$ cat src/rtl/xlat_pkg.sv
package xlat_pkg;
  typedef enum logic [0:0] {
    ST_IDLE = 1'b0,
    ST_WALK = 1'b1
  } xlat_state_e;
endpackage

$ cat src/rtl/xlat_cam.sv
module xlat_cam #(
  parameter int PAGE_W  = 20,
  parameter int FRAME_W = 16,
  parameter int FLAG_W  = 3,
  parameter int ENTRIES = 8,
  localparam int IDX_W  = $clog2(ENTRIES)
) (
  input  logic               clk,
  input  logic               rst_n,
  input  logic               flush,
  input  logic               wr_en,
  input  logic [IDX_W-1:0]   wr_idx,
  input  logic [PAGE_W-1:0]  wr_page,
  input  logic [FRAME_W-1:0] wr_frame,
  input  logic [FLAG_W-1:0]  wr_flags,
  input  logic [PAGE_W-1:0]  lk_page,
  output logic               match_any,
  output logic [FRAME_W-1:0] match_frame,
  output logic [FLAG_W-1:0]  match_flags,
  output logic [ENTRIES-1:0] valid_vec
);
  logic [ENTRIES-1:0] valid_q, valid_d;
  logic [PAGE_W-1:0]  key_q   [ENTRIES];
  logic [FRAME_W-1:0] frame_q [ENTRIES];
  logic [FLAG_W-1:0]  flags_q [ENTRIES];
  logic [ENTRIES-1:0] hit_vec;

  always_comb begin
    valid_d = valid_q;
    if (flush) begin
      valid_d = '0;
    end else if (wr_en) begin
      valid_d[wr_idx] = 1'b1;
    end
  end

  always_ff @(posedge clk or negedge rst_n) begin
    if (!rst_n) begin
      valid_q <= '0;
    end else begin
      valid_q <= valid_d;
    end
  end

  genvar g;
  generate
    for (g = 0; g < ENTRIES; g++) begin : g_entry
      logic sel;
      assign sel = wr_en && !flush && (wr_idx == IDX_W'(g));
      always_ff @(posedge clk) begin
        if (sel) begin
          key_q[g]   <= wr_page;
          frame_q[g] <= wr_frame;
          flags_q[g] <= wr_flags;
        end
      end
      assign hit_vec[g] = valid_q[g] && (key_q[g] == lk_page);
    end
  endgenerate

  always_comb begin
    match_frame = '0;
    match_flags = '0;
    for (int i = ENTRIES - 1; i >= 0; i--) begin
      if (hit_vec[i]) begin
        match_frame = frame_q[i];
        match_flags = flags_q[i];
      end
    end
  end

  assign match_any = |hit_vec;
  assign valid_vec = valid_q;
endmodule

$ cat src/rtl/xlat_victim.sv
module xlat_victim #(
  parameter int ENTRIES = 8,
  localparam int IDX_W  = $clog2(ENTRIES)
) (
  input  logic               clk,
  input  logic               rst_n,
  input  logic [ENTRIES-1:0] valid_vec,
  input  logic               advance,
  output logic [IDX_W-1:0]   victim_idx
);
  logic [IDX_W-1:0] rr_q, rr_d;
  logic [IDX_W-1:0] free_idx;
  logic             all_valid;

  assign all_valid = &valid_vec;

  always_comb begin
    free_idx = '0;
    for (int i = ENTRIES - 1; i >= 0; i--) begin
      if (!valid_vec[i]) begin
        free_idx = IDX_W'(i);
      end
    end
  end

  assign victim_idx = all_valid ? rr_q : free_idx;

  always_comb begin
    rr_d = rr_q;
    if (advance && all_valid) begin
      rr_d = (rr_q == IDX_W'(ENTRIES - 1)) ? '0 : rr_q + 1'b1;
    end
  end

  always_ff @(posedge clk or negedge rst_n) begin
    if (!rst_n) begin
      rr_q <= '0;
    end else begin
      rr_q <= rr_d;
    end
  end
endmodule

$ cat src/rtl/xlat_ctrl.sv
module xlat_ctrl
  import xlat_pkg::*;
#(
  parameter int PAGE_W = 20,
  parameter int CNT_W  = 16
) (
  input  logic              clk,
  input  logic              rst_n,
  input  logic              flush,
  input  logic              lk_valid,
  input  logic [PAGE_W-1:0] lk_page,
  input  logic              match_any,
  input  logic              walk_rsp_valid,
  input  logic              walk_fault,
  output logic              lk_ready,
  output logic              lk_hit,
  output logic              walk_req,
  output logic [PAGE_W-1:0] walk_page,
  output logic              fill_valid,
  output logic              install_en,
  output logic [CNT_W-1:0]  hit_count,
  output logic [CNT_W-1:0]  miss_count
);
  xlat_state_e       state_q, state_d;
  logic [PAGE_W-1:0] page_q;
  logic [CNT_W-1:0]  hits_q, hits_d, miss_q, miss_d;
  logic              accept, miss, page_en;

  assign lk_ready = (state_q == ST_IDLE);
  assign accept   = lk_valid && lk_ready;
  assign lk_hit   = accept && match_any && !flush;
  assign miss     = accept && !lk_hit;
  assign page_en  = miss;

  assign walk_req   = (state_q == ST_WALK);
  assign walk_page  = page_q;
  assign fill_valid = walk_req && walk_rsp_valid;
  assign install_en = fill_valid && !walk_fault && !flush;

  always_comb begin
    state_d = state_q;
    case (state_q)
      ST_IDLE: if (miss) state_d = ST_WALK;
      ST_WALK: if (walk_rsp_valid) state_d = ST_IDLE;
      default: state_d = ST_IDLE;
    endcase
  end

  always_comb begin
    hits_d = hits_q;
    miss_d = miss_q;
    if (lk_hit) hits_d = hits_q + 1'b1;
    if (miss)   miss_d = miss_q + 1'b1;
  end

  always_ff @(posedge clk or negedge rst_n) begin
    if (!rst_n) begin
      state_q <= ST_IDLE;
      hits_q  <= '0;
      miss_q  <= '0;
    end else begin
      state_q <= state_d;
      hits_q  <= hits_d;
      miss_q  <= miss_d;
    end
  end

  always_ff @(posedge clk) begin
    if (page_en) begin
      page_q <= lk_page;
    end
  end

  assign hit_count  = hits_q;
  assign miss_count = miss_q;
endmodule

$ cat src/rtl/xlat_buf.sv
module xlat_buf #(
  parameter int PAGE_W  = 20,
  parameter int FRAME_W = 16,
  parameter int FLAG_W  = 3,
  parameter int ENTRIES = 8,
  parameter int CNT_W   = 16
) (
  input  logic               clk,
  input  logic               rst_n,
  input  logic               flush,
  input  logic               lk_valid,
  input  logic [PAGE_W-1:0]  lk_page,
  output logic               lk_ready,
  output logic               lk_hit,
  output logic [FRAME_W-1:0] lk_frame,
  output logic [FLAG_W-1:0]  lk_flags,
  output logic               walk_req,
  output logic [PAGE_W-1:0]  walk_page,
  input  logic               walk_rsp_valid,
  input  logic [FRAME_W-1:0] walk_frame,
  input  logic [FLAG_W-1:0]  walk_flags,
  input  logic               walk_fault,
  output logic               fill_valid,
  output logic [FRAME_W-1:0] fill_frame,
  output logic [FLAG_W-1:0]  fill_flags,
  output logic               fill_fault,
  output logic [CNT_W-1:0]   hit_count,
  output logic [CNT_W-1:0]   miss_count
);
  localparam int IDX_W = $clog2(ENTRIES);

  logic               rst_meta_q, rst_sync_n;
  logic               match_any, install_en;
  logic [IDX_W-1:0]   victim_idx;
  logic [ENTRIES-1:0] valid_vec;

  always_ff @(posedge clk or negedge rst_n) begin
    if (!rst_n) begin
      rst_meta_q <= 1'b0;
      rst_sync_n <= 1'b0;
    end else begin
      rst_meta_q <= 1'b1;
      rst_sync_n <= rst_meta_q;
    end
  end

  xlat_cam #(
    .PAGE_W(PAGE_W), .FRAME_W(FRAME_W), .FLAG_W(FLAG_W), .ENTRIES(ENTRIES)
  ) u_cam (
    .clk(clk), .rst_n(rst_sync_n), .flush(flush),
    .wr_en(install_en), .wr_idx(victim_idx), .wr_page(walk_page),
    .wr_frame(walk_frame), .wr_flags(walk_flags), .lk_page(lk_page),
    .match_any(match_any), .match_frame(lk_frame), .match_flags(lk_flags),
    .valid_vec(valid_vec)
  );

  xlat_victim #(.ENTRIES(ENTRIES)) u_victim (
    .clk(clk), .rst_n(rst_sync_n), .valid_vec(valid_vec),
    .advance(install_en), .victim_idx(victim_idx)
  );

  xlat_ctrl #(.PAGE_W(PAGE_W), .CNT_W(CNT_W)) u_ctrl (
    .clk(clk), .rst_n(rst_sync_n), .flush(flush),
    .lk_valid(lk_valid), .lk_page(lk_page), .match_any(match_any),
    .walk_rsp_valid(walk_rsp_valid), .walk_fault(walk_fault),
    .lk_ready(lk_ready), .lk_hit(lk_hit), .walk_req(walk_req),
    .walk_page(walk_page), .fill_valid(fill_valid), .install_en(install_en),
    .hit_count(hit_count), .miss_count(miss_count)
  );

  assign fill_frame = walk_frame;
  assign fill_flags = walk_flags;
  assign fill_fault = walk_fault;
endmodule

$ cat config.mk
export PLATFORM = sky130hd
export DESIGN_NAME = xlat_buf
export DESIGN_NICKNAME = d
export VERILOG_FILES = /design/src/rtl/xlat_pkg.sv /design/src/rtl/xlat_cam.sv /design/src/rtl/xlat_victim.sv /design/src/rtl/xlat_ctrl.sv /design/src/rtl/xlat_buf.sv
export SDC_FILE = /design/constraint.sdc
export NUM_CORES = 1
export LEC_CHECK = 0
export ABC_AREA = 1
export BUFFER_PORTS_ARGS = -buffer_cell sky130_fd_sc_hd__buf_2
export CELL_PAD_IN_SITES_DETAIL_PLACEMENT = 0
export CELL_PAD_IN_SITES_GLOBAL_PLACEMENT = 2
export CORE_UTILIZATION = 40
export DETAILED_ROUTE_END_ITERATION = 12
export PLACE_DENSITY_LB_ADDON = 0.25
export SLEW_MARGIN = 10
export SYNTH_ARGS = -nofsm -noshare
export SYNTH_HDL_FRONTEND = slang
export SYNTH_SLANG_ARGS = --single-unit
export TNS_END_PERCENT = 50
$ cat constraint.sdc
create_clock -name clk -period 4.2 [get_ports clk]
set_input_delay 0.42 -clock clk [delete_from_list [all_inputs] [get_ports clk]]
set_output_delay 0.42 -clock clk [all_outputs]
set_load 0.01 [all_outputs]
==> flow_summary.json <==
{
  "grt.overflow.total": 0,
  "cts_buffers": 44,
  "detail_route.first_pass.iterations": 6,
  "fp.dieArea_um2": 47600,
  "num_rows": 78,
  "swShare": 0.2505,
  "slew_violations": 0,
  "grt_pass1_wl_mm": 93.01,
  "synth_ff_type": "edfxtp_1",
  "clk_pin_slew_worst_paths_ps": 60,
  "cts-root-buf": "clkbuf_16",
  "setup_violations": 0,
  "synth_commonest_cells": "nand2_1, edfxtp_1, inv_1",
  "first_iter_violations": 1695,
  "totalWireLength_mm": 63.47,
  "cts_sinks": 378,
  "period_needed_ps": 4025,
  "synthAdderAreaFrac": 0.002677,
  "htreeDepth": 2,
  "synth_cell_types": 45,
  "grt.total_usage": 0.2707,
  "fillers": 4401,
  "p_comb_frac": 0.076,
  "fin_nets": 2256,
  "syn_area_um2": 18690,
  "portBuffers": 139,
  "wl_per_cell_um": 22.35,
  "start_util": 0.4084,
  "clkPwrFrac": 0.425,
  "synth_area_leaders": "edfxtp_1, nand2_1, dfrtp_1, inv_1, nor2_1",
  "leakagePower_nw": 9.582,
  "antenna_found_initial": 0,
  "cts_buffer_depth": 3,
  "synth_seq_area_share": 0.5949,
  "synth_area_leader_cell": "edfxtp_1",
  "max_slew_margin": 0.3171,
  "ys_warn_count": 0,
  "switchingPower_mw": 2.170,
  "vias": 14894,
  "maxCapViolCount": 0,
  "placed_area_um2": 20020,
  "critPathLaunchType": "flop",
  "fp.dieW_um": 218.2,
  "crit_family": "simple AND/OR/NAND/NOR gates",
  "slowest_delay_ps": 630,
  "tritoncts": "built",
  "hold_path_class": "primary input to flop",
  "tns_ps": 0,
  "synth.mux.area_fraction": 0,
  "use_met2": 0.3949,
  "ys_ff_latch": 378,
  "grtUsageMet3": 0.04523,
  "syn_inst": 2058,
  "worstMarginPinSlew_ps": 1024,
  "crit_path_end_kind": "output pin",
  "synth.most_common_cell": "nand2_1",
  "place.gp.congestion": 0.9467,
  "grt_setup_unrepaired": "no",
  "period_share": 0.9583,
  "synth_top_family_by_area": "simple AND/OR/NAND/NOR gates",
  "hpwl_mm": 46.72,
  "vdd_drop_max_mv": 0.2817,
  "worstPathRequired_ps": 3780,
  "drc_errors": 0,
  "clock_skew_ps": 19.19,
  "insertion_delay_ps": 580,
  "fmax_ghz": 0.2485,
  "syn_area_per_cell_um2": 9.083,
  "pwr_density_cell_nw_per_um2": 405.0,
  "cp_slowest_cell": "xor2_1",
  "grt_pass1_vias": 13889,
  "grt_use_met1": 0.4063,
  "seqPwrFrac": 0.499,
  "p_int_mw": 6.492,
  "antenna_cells": 0,
  "syn_to_final_growth_pct": 14.41,
  "synth_compound_area_frac": 0.04598,
  "synth-xor-area-share": 0.02530,
  "grt-busiest-layer": "met1",
  "cp_max_fo": 18,
  "synthArstFlopShare": 0.1217,
  "crit_chain": "xor2_1 -> nor2_1 -> nand2_1 -> nor2_1 -> nand3_1 -> clkinv_1 -> nand2_1 -> nand2_1 -> a21oi_1 -> o21ai_1 -> o211ai_1 -> nand2_1 -> buf_2",
  "ant_nets": 0,
  "path_class": "flop to output pin",
  "yosys.area_share.simple": 0.2568,
  "ff2ff_setup_slack_ps": 830,
  "coreArea_um2": 45770,
  "arrival_ps": 3600,
  "ios": 140,
  "synth_edf_count": 332,
  "vias_per_cell": 5.244,
  "cpMostUsedCell": "nand2_1",
  "status": "finished, final reports clean",
  "synth_top_area_frac": 0.5333,
  "cts_setup_buffers": 0,
  "die_h_um": 218.2,
  "crit_buf_inv": 2,
  "grt_max_degree": 45,
  "final_area_um2": 21390,
  "finalHoldViolations": 0,
  "syn_nets": 2107,
  "layout-drive-gt1-share": 0.1205
}
==> repair_timing <==
| action | 4_1_cts | 5_1_grt |
|---|---|---|
| resized for setup | 0 | 1 |
| endpoints found under the setup margin | 0 | 19 |
| hold endpoints to repair | 2 | 0 |
| hold buffers | 1 | 0 |
==> cells in the final DEF, fill, tap and decap left out, drive strengths merged <==
master and count:
nor3b 4, bufinv 2, or2 6, xnor2 27
a21oi 43, dfrtp 46, o21ai 88, o2111ai 1
nand2b 1, xor2 27, clkinv 19, and2 6
ha 4, nand3 104, edfxtp 332, clkinvlp 1
and3 1, clkbuf 60, a41oi 1, dlygate4sd3 1
nand4 47, nor3 16, inv 249, conb 1
nand2 714, buf 168, nor2 212, o211ai 19
o22ai 7, nand3b 11, nor4 22
==> layer usage <==
layer / wire length [um] / vias up
met5: 0 / -
met4: 1694 / 0
met3: 5112 / 85
met2: 27190 / 620
met1: 29480 / 7139
li1: - / 7050
==> final cells by class <==
cell class / count / area, um2 / area share
sequential: 378 / 11120 / 0.5200
multi-input combinational: 1362 / 6247 / 0.2921
clock buffer: 60 / 1181 / 0.05523
inverter: 252 / 964.7 / 0.04511
timing repair buffer: 169 / 948.4 / 0.04435
tap: 600 / 750.7 / 0.03510
clock inverter: 19 / 172.7 / 0.008073
==> sequential cells by signal, indices dropped and copies added, names as in the netlist <==
register,cells
rst_meta_q,1
u_cam.frame_q,128
u_ctrl.walk_req,1
rst_sync_n,1
u_ctrl.miss_count,16
u_cam.valid_vec,8
u_cam.flags_q,24
u_victim.rr_q,3
u_ctrl.walk_page,20
u_ctrl.hit_count,16
u_cam.key_q,160
==> logic make-up after synthesis <==
family | after synthesis
AOI/OAI and AO/OA | 159
xor gates and xnor gates | 54
adders and majority gates | 4
buffers and inverters | 318
DFF | 378
other | 1
and+or+nand+nor | 1144
==> path summary, 6_finish.rpt <==
kind | end | depth (start not counted) | from
max in group asynchronous | u_ctrl.hit_count[13] | 0 | rst_sync_n
min in group asynchronous | rst_sync_n | 2 | rst_n
max reg2reg | u_ctrl.walk_page[3] | 13 | u_cam.key_q[1][2]
max | lk_frame[8] | 13 | u_cam.key_q[1][2]
min | u_ctrl.walk_req | 2 | walk_rsp_valid
min reg2reg | rst_sync_n | 0 | rst_meta_q
==> power by group through the flow <==
stage / Combinational (mW) / Sequential, mW / Clock [mW]
2_1_floorplan: 0.360 / 4.38 / 0
3_3_place_gp: 0.655 / 4.40 / 0
3_5_place_dp: 0.654 / 4.40 / 0
4_1_cts: 0.658 / 4.32 / 3.75
5_1_grt: 0.726 / 4.33 / 3.89
6_report: 0.660 / 4.32 / 3.68
==> per-stage QoR <==
stage | utilization | worst slack, ps | std cells | hold slack (ps) | total power, mW
final | 0.4673 | 175.3 | 2840 | 33.84 | 8.663
after global routing | 0.4673 | 10.83 | 2840 | 41.62 | 8.946
after floorplan | - | 637.0 | 2058 | 124.4 | 4.736
after CTS | 0.4672 | 132.6 | 2840 | 9.657 | 8.732
after global placement | 0.4374 | 365.3 | 2760 | 206.1 | 5.053
after detailed placement | 0.4374 | 375.6 | 2760 | 206.2 | 5.052
(Power assumes the default switching activity.)
